`config.mk`:
```
export PLATFORM = sky130hd
export DESIGN_NAME = rvl_addr_gen
export DESIGN_NICKNAME = d
export VERILOG_FILES = /design/src/rtl/rla_pkg.sv /design/src/rtl/rla_evt_decode.sv /design/src/rtl/rla_list_ctrl.sv /design/src/rtl/rla_index.sv /design/src/rtl/rla_addr_chk.sv /design/src/rtl/rvl_addr_gen.sv
export SDC_FILE = /design/constraint.sdc
export NUM_CORES = 1
export LEC_CHECK = 0
export ABC_AREA = 1
export BUFFER_PORTS_ARGS = -buffer_cell sky130_fd_sc_hd__buf_2
export CORE_UTILIZATION = 35
export DETAILED_ROUTE_END_ITERATION = 6
export GPL_TIMING_DRIVEN = 0
export PLACE_DENSITY = 0.55
export SLEW_MARGIN = 20
export SYNTH_ARGS = -nofsm -noshare
export SYNTH_HDL_FRONTEND = slang
export SYNTH_SLANG_ARGS = --single-unit
```
`constraint.sdc`:
```
create_clock -name clk -period 18.3 [get_ports clk]
set_input_delay 3.66 -clock clk [delete_from_list [all_inputs] [get_ports clk]]
set_output_delay 3.66 -clock clk [all_outputs]
set_load 0.02 [all_outputs]
```
`src/rtl/rla_pkg.sv`:
```
package rla_pkg;
  // Sequencer control class for one cycle, in priority order
  typedef enum logic [1:0] {
    CTL_NORMAL = 2'd0,
    CTL_LPEXIT = 2'd1,
    CTL_ABORT  = 2'd2
  } rla_ctl_e;

  localparam int unsigned RLA_STEP = 2;  // bytes per stored result
endpackage

```
`src/rtl/rla_evt_decode.sv`:
```
module rla_evt_decode
  import rla_pkg::*;
(
  input  logic     abort_idle,
  input  logic     lp_exit,
  output rla_ctl_e ctl
);
  always_comb begin
    if (abort_idle)   ctl = CTL_ABORT;
    else if (lp_exit) ctl = CTL_LPEXIT;
    else              ctl = CTL_NORMAL;
  end
endmodule

```
`src/rtl/rla_list_ctrl.sv`:
```
module rla_list_ctrl
  import rla_pkg::*;
(
  input  logic     clk,
  input  logic     rst_n,
  input  logic     dbuf,
  input  rla_ctl_e ctl,
  input  logic     eol,
  input  logic     list_start,
  input  logic     store,
  output logic     sel_q,
  output logic     sel_eff,
  output logic     swap_now,
  output logic     abort_swap
);
  logic armed_q;
  logic first_q;

  assign swap_now   = store & first_q & armed_q & dbuf & (ctl == CTL_NORMAL);
  assign abort_swap = dbuf & (ctl == CTL_ABORT);
  assign sel_eff    = sel_q ^ swap_now;

  always_ff @(posedge clk or negedge rst_n) begin
    if (!rst_n) begin
      sel_q   <= 1'b0;
      armed_q <= 1'b0;
      first_q <= 1'b0;
    end else begin
      unique case (ctl)
        CTL_ABORT: begin
          sel_q   <= sel_q ^ dbuf;
          armed_q <= 1'b0;
          first_q <= 1'b0;
        end
        CTL_LPEXIT: begin
          armed_q <= 1'b0;
          first_q <= 1'b0;
        end
        default: begin
          sel_q   <= sel_eff;
          armed_q <= (armed_q & ~swap_now) | (eol & dbuf);
          first_q <= list_start | (first_q & ~store);
        end
      endcase
    end
  end
endmodule

```
`src/rtl/rla_index.sv`:
```
module rla_index
  import rla_pkg::*;
#(
  parameter int unsigned IDXW = 10
) (
  input  logic            clk,
  input  logic            rst_n,
  input  rla_ctl_e        ctl,
  input  logic            list_start,
  input  logic            store,
  output logic [IDXW-1:0] idx_q
);
  localparam logic [IDXW-1:0] STEP = IDXW'(RLA_STEP);

  always_ff @(posedge clk or negedge rst_n) begin
    if (!rst_n)                  idx_q <= '0;
    else if (ctl != CTL_NORMAL)  idx_q <= '0;
    else if (list_start)         idx_q <= '0;
    else if (store)              idx_q <= idx_q + STEP;
  end
endmodule

```
`src/rtl/rla_addr_chk.sv`:
```
module rla_addr_chk #(
  parameter int unsigned AW   = 24,
  parameter int unsigned IDXW = 10
) (
  input  logic [AW-1:0]   base,
  input  logic [AW-1:0]   off0,
  input  logic [AW-1:0]   off1,
  input  logic            sel,
  input  logic [IDXW-1:0] idx,
  input  logic [AW-1:0]   lo,
  input  logic [AW-1:0]   hi,
  output logic [AW-1:0]   addr,
  output logic            oor
);
  localparam int unsigned SW = AW + 2;

  function automatic logic [SW-1:0] list_sum(
    input logic [AW-1:0] b, input logic [AW-1:0] o, input logic [IDXW-1:0] i);
    logic [SW-1:0] eb;
    eb = SW'({b[AW-1:1], 1'b0});
    return eb + SW'(o) + SW'(i);
  endfunction

  function automatic logic outside(
    input logic [SW-1:0] s, input logic [AW-1:0] l, input logic [AW-1:0] h);
    return (s[SW-1:AW] != '0) || (s[AW-1:0] < l) || (s[AW-1:0] > h);
  endfunction

  logic [SW-1:0] sum;
  assign sum  = list_sum(base, sel ? off1 : off0, idx);
  assign addr = sum[AW-1:0];
  assign oor  = outside(sum, lo, hi);
endmodule

```
`src/rtl/rvl_addr_gen.sv`:
```
module rvl_addr_gen
  import rla_pkg::*;
#(
  parameter int unsigned AW   = 24,
  parameter int unsigned IDXW = 10
) (
  input  logic          clk,
  input  logic          rst_n,
  input  logic          cfg_dbuf,
  input  logic [AW-1:0] cfg_base,
  input  logic [AW-1:0] cfg_off0,
  input  logic [AW-1:0] cfg_off1,
  input  logic [AW-1:0] cfg_ram_lo,
  input  logic [AW-1:0] cfg_ram_hi,
  input  logic          cfg_err_ie,
  input  logic          ev_eol,
  input  logic          ev_list_start,
  input  logic          ev_abort_idle,
  input  logic          ev_lp_exit,
  input  logic          res_store,
  input  logic          err_clr,
  output logic [AW-1:0] wr_addr,
  output logic          wr_en,
  output logic          list_sel,
  output logic          err_flag,
  output logic          err_irq
);
  rla_ctl_e        ctl;
  logic            sel_eff;
  logic            swap_now;
  logic            abort_swap;
  logic [IDXW-1:0] idx_q;
  logic            addr_oor;
  logic            err_set;

  rla_evt_decode u_dec (
    .abort_idle (ev_abort_idle),
    .lp_exit    (ev_lp_exit),
    .ctl        (ctl)
  );

  rla_list_ctrl u_lst (
    .clk        (clk),
    .rst_n      (rst_n),
    .dbuf       (cfg_dbuf),
    .ctl        (ctl),
    .eol        (ev_eol),
    .list_start (ev_list_start),
    .store      (res_store),
    .sel_q      (list_sel),
    .sel_eff    (sel_eff),
    .swap_now   (swap_now),
    .abort_swap (abort_swap)
  );

  rla_index #(.IDXW(IDXW)) u_idx (
    .clk        (clk),
    .rst_n      (rst_n),
    .ctl        (ctl),
    .list_start (ev_list_start),
    .store      (res_store),
    .idx_q      (idx_q)
  );

  rla_addr_chk #(.AW(AW), .IDXW(IDXW)) u_chk (
    .base (cfg_base),
    .off0 (cfg_off0),
    .off1 (cfg_off1),
    .sel  (sel_eff),
    .idx  (idx_q),
    .lo   (cfg_ram_lo),
    .hi   (cfg_ram_hi),
    .addr (wr_addr),
    .oor  (addr_oor)
  );

  assign wr_en   = res_store & ~addr_oor;
  assign err_set = res_store & addr_oor;

  always_ff @(posedge clk or negedge rst_n) begin
    if (!rst_n)       err_flag <= 1'b0;
    else if (err_set) err_flag <= 1'b1;
    else if (err_clr) err_flag <= 1'b0;
  end

  assign err_irq = err_flag & cfg_err_ie;
endmodule

```
## Word-level counts from Yosys, hierarchy flattened

Index checks and enable logic that the tools add are counted.

| cells by class | value |
|---|---|
| $add $sub $neg | 3 |
| $mul | 0 |
| divide/modulo/power cells | 0 |
| order comparisons | 2 |
| equal/unequal tests | 2 |
| shifts and indexed selects | 0 |
| mux-type cells | 11 |
| bitwise gates (word level) | 17 |
| reductions and logical operators | 8 |

Operator list:

| cell | number |
|---|---|
| $mux 10 | 3 |
| $add 26x10->26 | 1 |
| $add 24x24->25 | 1 |
| $gt 24x24->1 | 1 |
| $lt 24x24->1 | 1 |
| $mux 24 | 1 |
| $add 10x2->10 const B | 1 |
| $and 1x1->1 | 10 |
| $reduce_bool 2->1 | 3 |
| $mux 1 | 5 |
| $not 1->1 | 3 |
| $reduce_bool 3->1 | 1 |
| $eq 2x1->1 const B | 1 |
| $eq 2x2->1 const B | 1 |
| $logic_not 2->1 | 1 |
| $logic_or 1x1->1 | 2 |
| $mux 2 | 1 |
| $or 1x1->1 | 2 |
| $pmux 1 s2 | 1 |
| $reduce_or 2->1 | 1 |
| $xor 1x1->1 | 2 |

| storage, ports and cells | value |
|---|---|
| register bits | 14 |
| bits in latches | 0 |
| RAM bits | 0 |
| bits in read-only memories | 0 |
| bits of input ports | 130 |
| output and inout port bits | 28 |
| logic and storage cells | 48 |
| memories kept | 0 |

## Logic depth before layout (Yosys ltp)

Gate-level depths: netlist of the first run.

| depth | value |
|---|---|
| depth after elaboration | 13 |
| gate-level depth with buffers | 39 |
| mapped depth without buffers | 37 |

## By module

From an unflattened synthesis of the first run, not the netlist that was laid out.

| unflattened totals | value |
|---|---|
| cells, all modules | 655 |
| area, all modules | 4,257.8 µm² |

By module, submodules not included:

| module | times used | cells an instance | area each (µm²) | seq. area each (µm²) |
|---|---|---|---|---|
| rla_addr_chk | 1 | 540 | 3,429.5 | 0.0 |
| rla_index | 1 | 75 | 540.5 | 225.2 |
| rla_list_ctrl | 1 | 28 | 215.2 | 75.1 |
| rvl_addr_gen | 1 | 9 | 55.1 | 25.0 |
| rla_evt_decode | 1 | 3 | 17.5 | 0.0 |

## Least setup slack after synthesis of the first run

No wires, ideal clock.

| path | value |
|---|---|
| path type | in2out |
| start | in res_store |
| end | out wr_en |
| arrival | 8.842 ns |
| data required time | 14.640 ns |
| path slack | 5.798 ns |
| stages | 34 |
| path buffers | 2 |
| path through | buf_4 -> nand2_1 -> nor2_1 -> nand3_1 -> nand2_1 -> buf_2 -> mux2_2 -> fa_1 -> nand2_1 -> nand3_1 -> and2_1 -> xor2_1 -> ha_1 -> inv_1 -> nor3_1 -> nand2_1 -> nand3_1 -> nand3_1 -> nand2_1 -> nand2_2 -> nor2_4 -> nand3_1 -> xnor2_1 -> ha_1 -> a21oi_1 -> o21a_1 -> o211ai_1 -> a21oi_1 -> o21ai_0 -> o21ai_0 -> nand2_1 -> nor2_1 -> nand2_1 -> nor2_1 |

| on the way | value |
|---|---|
| longest elaborated chain between the ends | 13 |
| elaborated cells on any way between the ends | 15 |
| classes of those cells | add/sub (2); order compare (2); mux (1); bitwise (7); reduce/logical (3) |

Ends and longest elaborated chain:

| item | line | text |
|---|---|---|
| from (decl) | rvl_addr_gen.sv:20 | `input logic res_store,` |
| $and 1x1->1 (*) (4 in series) | rla_list_ctrl.sv:19 | `assign swap_now = store & first_q & armed_q & dbuf & (ctl == CTL_NORMAL);` |
| $xor 1x1->1 (*) | rla_list_ctrl.sv:21 | `assign sel_eff = sel_q ^ swap_now;` |
| $mux 24 (*) | rla_addr_chk.sv:30 | `assign sum = list_sum(base, sel ? off1 : off0, idx);` |
| $add 24x24->25 (*) | rla_addr_chk.sv:21 | `return eb + SW'(o) + SW'(i);` |
| $add 26x10->26 (*) | rla_addr_chk.sv:21 |  |
| named net wr_addr[19] | rvl_addr_gen.sv:22 | `output logic [AW-1:0] wr_addr,` |
| $lt 24x24->1 | rla_addr_chk.sv:26 | `return (s[SW-1:AW] != '0) \|\| (s[AW-1:0] < l) \|\| (s[AW-1:0] > h);` |
| $logic_or 1x1->1 | rla_addr_chk.sv:26 |  |
| $logic_or 1x1->1 (*) | rla_addr_chk.sv:26 |  |
| $not 1->1 (*) | rvl_addr_gen.sv:77 | `assign wr_en = res_store & ~addr_oor;` |
| $and 1x1->1 (*) | rvl_addr_gen.sv:77 |  |
| to (decl) | rvl_addr_gen.sv:23 | `output logic wr_en,` |

The timed path passes the listed nets; every way through them passes the cells marked *.

## Worst setup path after layout of the first run

| path | value |
|---|---|
| start | in ev_abort_idle |
| end | out wr_en |

| on the way | value |
|---|---|
| longest elaborated chain between the ends | 12 |
| elaborated cells on any way between the ends | 14 |
| classes of those cells | add/sub (2); order compare (2); mux (2); bitwise (4); reduce/logical (4) |

Ends and longest elaborated chain:

| item | line | text |
|---|---|---|
| from (decl) | rvl_addr_gen.sv:18 | `input logic ev_abort_idle,` |
| $mux 2 (*) | rla_evt_decode.sv:9 | `if (abort_idle) ctl = CTL_ABORT;` |
| $logic_not 2->1 (*) | rla_list_ctrl.sv:19 |  |
| $and 1x1->1 (*) | rla_list_ctrl.sv:19 |  |
| $xor 1x1->1 (*) | rla_list_ctrl.sv:21 |  |
| $mux 24 (*) | rla_addr_chk.sv:30 |  |
| $add 24x24->25 (*) | rla_addr_chk.sv:21 |  |
| $add 26x10->26 (*) | rla_addr_chk.sv:21 |  |
| $lt 24x24->1 or $reduce_bool 2->1 (tied branches) | rla_addr_chk.sv:26 |  |
| $logic_or 1x1->1 | rla_addr_chk.sv:26 |  |
| $logic_or 1x1->1 (*) | rla_addr_chk.sv:26 |  |
| $not 1->1 (*) | rvl_addr_gen.sv:77 |  |
| $and 1x1->1 (*) | rvl_addr_gen.sv:77 |  |

Mark *: on every way between the ends. The rest lies on a longest branch, timed or not.

==> results of run 1 <==
final timing paths:
| kind | to | cells after the start |
|---|---|---|
| max | wr_en | 34 |
| min | err_flag | 2 |
| max reg2reg | err_flag | 34 |
| min reg2reg | err_flag | 2 |
| max in group asynchronous | u_idx.idx_q[1] | 1 |
| min in group asynchronous | u_idx.idx_q[7] | 1 |
layout make-up:
class                   instances  area (um2)
inverters                     168         631
repair buffers                155         776
plain buffers                   3        17.5
clock buffers                   4        78.8
well taps                     172         215
flip-flops and latches         13         325
multi-input cells             599        3720
fillers                      1448        7070
tightest hold or removal path, stage by stage, from the launching register on:
cell and delay (ps):
dfrtp_1 360, nand2_1 70, nand2_1 60
synth_stat cells (all sizes together) (5+ instances only):
library cell / count
nand3b: 8
a21oi: 49
xnor2: 6
nor2: 64
o21ai: 16
nor3: 12
dfrtp: 13
nand3: 39
ha: 83
nand2: 241
xor2: 23
nand4: 13
o21bai: 5
inv: 167
mux2: 23
power by group:
group,switching [mW],internal [mW]
registers,0.00142,0.0302
logic,0.246,0.145
clock network,0.0119,0.0294
flip-flops by register name, indices dropped and copies added, names as in the netlist:
| register | flops |
|---|---|
| u_lst.first_q | 1 |
| u_idx.idx_q | 9 |
| u_lst.sel_q | 1 |
| err_flag | 1 |
| u_lst.armed_q | 1 |
through the flow:
step	worst slack [ps]	power, mW	utilization, %
2_1_floorplan	5800	0.320	-
3_3_place_gp	4850	0.425	44.3
3_5_place_dp	4900	0.426	44.3
4_1_cts	4890	0.470	44.9
5_1_grt	4130	0.524	44.9
6_report	4970	0.463	44.9
layer usage:
metal | routed length (um) | track usage, %
met2 | 5130 | 29.4
met1 | 6390 | 25.3
met4 | 231 | 3.77
met3 | 544 | 1.70
met5 | 0 | 0
kinds of logic (layout without fill, tap and decap cells):
family                     Yosys count  count (layout)  synth area share [%]
and+or+nand+nor                    380             380                  35.5
other                                1               1                0.0800
AOI/OAI and AO/OA                   81              81                  9.69
adders and majority gates           85              85                  23.0
xor gates and xnor gates            29              29                  5.42
DFF                                 13              13                  6.94
muxes                               23              23                  5.52
buffers and inverters              171             330                  13.8
==> results.yml, run 1 <==
timing:
  fin_crit_sh_pct: 72.8
  fmax_mhz: 75.0
  setup_viol: 0
  fin_setup_tns_ps: 0
  final_period_minus_worst_setup_slack_ps: 13330
  worst_hold_slack_ps: 522
  finalHoldViolCount: 0
  skew_ps: 1.68
  drv_slew: 0
  rsz0062_at_grt: "no"
worst_setup_path:
  slowest_delay_ps: 390
  crit_buf_inv: 5
  path_max_fanout: 10
  critPathSlowestCell: "mux2_2"
  cp.arrival_ps: 9670
  crit_family: "simple AND/OR/NAND/NOR gates"
  r2r_start: "u_lst.first_q"
  cp-end-kind: "output pin"
  rrSetupSlack_ps: 12160
  critPathLaunch: "ev_abort_idle"
  start_kind: "primary input"
  crit_required_ps: 14640
  path_class: "primary input to output pin"
routing:
  vias: 5003
  routed_wl_um: 12300
  first_iter_violations: 215
  drt_first_pass_iters: 4
  drt-wirelength-per-cell_um: 11.0
  postRouteAntennaNets: 0
  via_per_inst: 4.49
  drc: 0
grt:
  antenna_found_initial: 0
  grt.total_usage_pct: 17.9
  overflow: 0
  grt_max_degree: 14
  grt_pass1_vias: 4727
  grt_pass1_wl_um: 21100
flow_run:
  drv_cap: 0
final_layout:
  final_common_cell: "nand2_1"
  drive_above_1_share_pct: 23.7
  diodes: 0
  final_cell_mix: "nand2_1 (227), inv_1 (159), buf_2 (157), ha_1 (83), nor2_1 (55)"
  nets: 1158
  fin_cells: 1114
  areaGrowthSynthToFinish_pct: 22.8
  design_area_um2: 5760
clock_tree:
  htreeDepth: 1
  root_buffer: "clkbuf_16"
  clock_path_buffers: 2
  cts_hold_buf: 0
  postCtsSetupBuffers: 0
  post_cts_resized: 0
  numCtsBuffers: 3
  cts_tree: "done"
  clk_latency_ps: 240
  path_clk_slew_ps: 40
  clkSinkCount: 13
hold_path:
  hold_start: "err_flag"
  hold_class: "register to register"
synth:
  synthTopCellsByArea: "ha_1 (22%), nand2_1 (18%), inv_1 (13%)"
  ys_seq_elements: 13
  synthCells: 783
  ys_seq_area_share_pct: 6.94
  synthesis.nets: 998
  synth-main-ff-cell: "dfrtp_1"
  synth_top_cell_area_share_pct: 22.1
  netlist_area_um2: 4690
  ys_warn_count: 0
  synth_edf_count: 0
  yosys.area.top_type: "ha_1"
  async_flop_share_pct: 100
  ys_types: 37
  post_synth.cell_area_avg_um2: 5.99
power:
  ir_worst_vdd_mv: 0.0314
  power_density_nw_per_um2: 80.5
  p_leak_nw: 3.46
placement:
  place_hpwl_um: 11200
  port_buffers: 155
  dpl-instance-area_um2: 5680
  dp.cells: 1110
  gp_congestion: 0.862
die:
  die_h_um: 118
  initial_core_util_pct: 36.6
  die_area_um2: 13900
  core_region_area_um2: 12800
  rows: 41
  die_w_um: 118
  num_io_pins: 158
run_status:
  status: "completed"
No activity file was read; power rests on OpenSTA's default activity.
==> run 2: changes to the inputs <==
Settings changed: ABC_AREA 1 to 0, PLACE_DENSITY 0.55 to 0.59.
Clock period 18.3 ns to 10.99 ns, I/O delays scaled along.
==> results.yml, run 2 <==
grt:
  antenna_found_initial: 0
  grt_max_degree: 14
  grt.total_usage_pct: 18.9
  overflow: 0
  grt_pass1_vias: 4116
  grt_pass1_wl_um: 18200
die:
  die_area_um2: 12000
  rows: 38
  die_h_um: 110
  initial_core_util_pct: 36.6
  die_w_um: 110
  num_io_pins: 158
  core_region_area_um2: 11100
clock_tree:
  path_clk_slew_ps: 40
  cts_tree: "done"
  clk_latency_ps: 250
  root_buffer: "clkbuf_16"
  htreeDepth: 1
  clkSinkCount: 13
  clock_path_buffers: 2
  numCtsBuffers: 3
timing:
  max_slew_margin_pct: 49.0
  drv_slew: 0
  rsz0062_at_grt: "no"
  fin_setup_tns_ps: 0
  fin_crit_sh_pct: 96.0
  finalHoldViolCount: 0
  skew_ps: 1.02
  final_period_minus_worst_setup_slack_ps: 10550
  fin_ws_ps: 437
  setup_viol: 0
  worst_hold_slack_ps: 545
  fmax_mhz: 94.8
  tightest_slew_ps: 745
routing:
  routed_wl_um: 11400
  top_layer: "met4"
  via_per_inst: 5.25
  drc: 0
  dr_wl_met2_um: 5230
  dr_wl_met3_um: 598
  drt-wirelength-per-cell_um: 13.9
  drt_first_pass_iters: 4
  vias: 4330
  postRouteAntennaNets: 0
  wl_met1_um: 5480
  first_iter_violations: 188
worst_setup_path:
  reg2regPathDepth: 27
  r2r_start: "u_lst.first_q"
  path_class: "primary input to output pin"
  start_kind: "primary input"
  cp.arrival_ps: 8350
  cp-end-kind: "output pin"
  r2r-end: "err_flag"
  rrSetupSlack_ps: 4280
  crit_required_ps: 8790
  path_max_fanout: 9
power:
  p_clk_share_pct: 5.8
  ir_worst_vdd_mv: 0.118
  intPower_mw: 0.536
  finalPower_mw: 1.21
  p_switching_mw: 0.674
  p_sw_share_pct: 55.7
  p_leak_nw: 2.76
  power_density_nw_per_um2: 234
  power_frac_comb_pct: 89.5
  p_seq_share_pct: 4.8
synth:
  synthesis.nets: 736
  synth_top_cell_area_share_pct: 25.6
  ys_seq_area_share_pct: 8.03
  synth_most_common_cell: "ha_1"
  synthTopCellsByArea: "ha_1 (26%), dfrtp_1 (8.0%), mux2_2 (6.7%)"
  post_synth.cell_area_avg_um2: 7.78
  ys_seq_elements: 13
  async_flop_share_pct: 100
  synthCells: 521
  netlist_area_um2: 4050
  synth-main-ff-cell: "dfrtp_1"
  ys_types: 64
  ys_warn_count: 0
  yosys.area.top_type: "ha_1"
  synthTopCellsByCount: "ha_1 (83), inv_1 (61), a21oi_1 (44)"
  synth_edf_count: 0
run_status:
  status: "completed"
final_layout:
  register_area_um2: 325
  areaGrowthSynthToFinish_pct: 27.6
  drive_above_1_share_pct: 31.4
  nFillCells: 1145
  fin_cells: 824
  diodes: 0
  final_common_cell: "buf_2"
  final_cell_mix: "buf_2 (156), ha_1 (83), inv_1 (61), a21oi_1 (43), nor2_1 (37)"
  largest_register_ffs: 9
  nets: 900
  regMostFlops: "u_idx.idx_q"
  multi_input_comb_area_um2: 3520
hold_path:
  min_to: "u_idx.idx_q[9]"
  hold_start: "u_idx.idx_q[9]"
  min_path_cells: 2
  hold_class: "register to register"
placement:
  dp_slack_ps: -567
  dp.cells: 816
  port_buffers: 155
  place_hpwl_um: 10000
  gp_congestion: 0.871
flow_run:
  drv_cap: 0
## run 2: per-stage QoR
| stage | cell area [um2] | utilization, % |
|---|---|---|
| 2_1_floorplan | 4050 | - |
| 3_3_place_gp | 5000 | 45.2 |
| 3_5_place_dp | 5000 | 45.2 |
| 4_1_cts | 5120 | 46.2 |
| 5_1_grt | 5170 | 46.7 |
| 6_report | 5170 | 46.7 |
## run 2: cell type report
type / instances / area share, %
plain buffers: 6 / 0.605
flip-flops and latches: 13 / 6.29
inverters: 61 / 4.43
clock inverters: 1 / 0.0968
repair buffers: 159 / 15.6
well taps: 140 / 3.39
clock buffers: 3 / 1.45
multi-input cells: 441 / 68.2
## run 2: worst max path at each step
stage / startpoint / to / cells past startpoint
after floorplan: res_store / wr_en / 26
after global placement: res_store / wr_en / 27
after detailed placement: res_store / wr_en / 27
after CTS: res_store / wr_en / 27
after global routing: res_store / wr_en / 30
final: res_store / wr_en / 28
## run 2: metal layers
layer / vias up / global-route usage [%]
met3: 11 / 1.54
met4: 0 / 3.52
met1: 1960 / 25.6
met5: - / 0
met2: 133 / 33.0
li1: 2226 / -
## run 2: logic make-up after synthesis
| logic type | Yosys count | synth area share, % |
|---|---|---|
| compound gates | 142 | 23.4 |
| xor+xnor | 46 | 10.1 |
| fa+ha+maj | 85 | 26.6 |
| buf+inv | 67 | 6.39 |
| flops | 13 | 8.03 |
| mux | 25 | 6.92 |
| other cells | 1 | 0.0926 |
| simple gates | 142 | 18.4 |
## run 2: worst max-delay path, cell delays in order
cell and delay [ps]:
buf_4 150, and3_1 190, nand3_1 180, xor2_4 230, buf_4 140, mux2_2 320, ha_1 240, fa_1 440
a21o_1 200, a21oi_1 160, xnor2_1 170, ha_1 310, nor2b_1 150, a311o_1 370, a221oi_1 500, or3_4 260
inv_1 50, and3_1 180, xor2_1 270, ha_1 320, a21o_1 170, a21oi_1 130, o21ai_0 90, a21oi_1 120
a31oi_1 50, a31o_2 260, a211oi_1 270, buf_2 220
## run 2: repair_timing
action | 4_1_cts | 5_1_grt
setup buffers | 3 | 1
endpoints found under the setup margin | 1 | 1
hold buffers | 0 | 0
resized for setup | 3 | 8
pin swaps | 1 | 3
## run 2: power by group through the flow
stage	clock network, mW	logic [mW]	registers [mW]
6_report	0.0698	1.08	0.0577
2_1_floorplan	0	0.767	0.0609
3_3_place_gp	0	1.03	0.0574
5_1_grt	0.0735	1.21	0.0581
4_1_cts	0.0717	1.07	0.0578
3_5_place_dp	0	1.05	0.0575
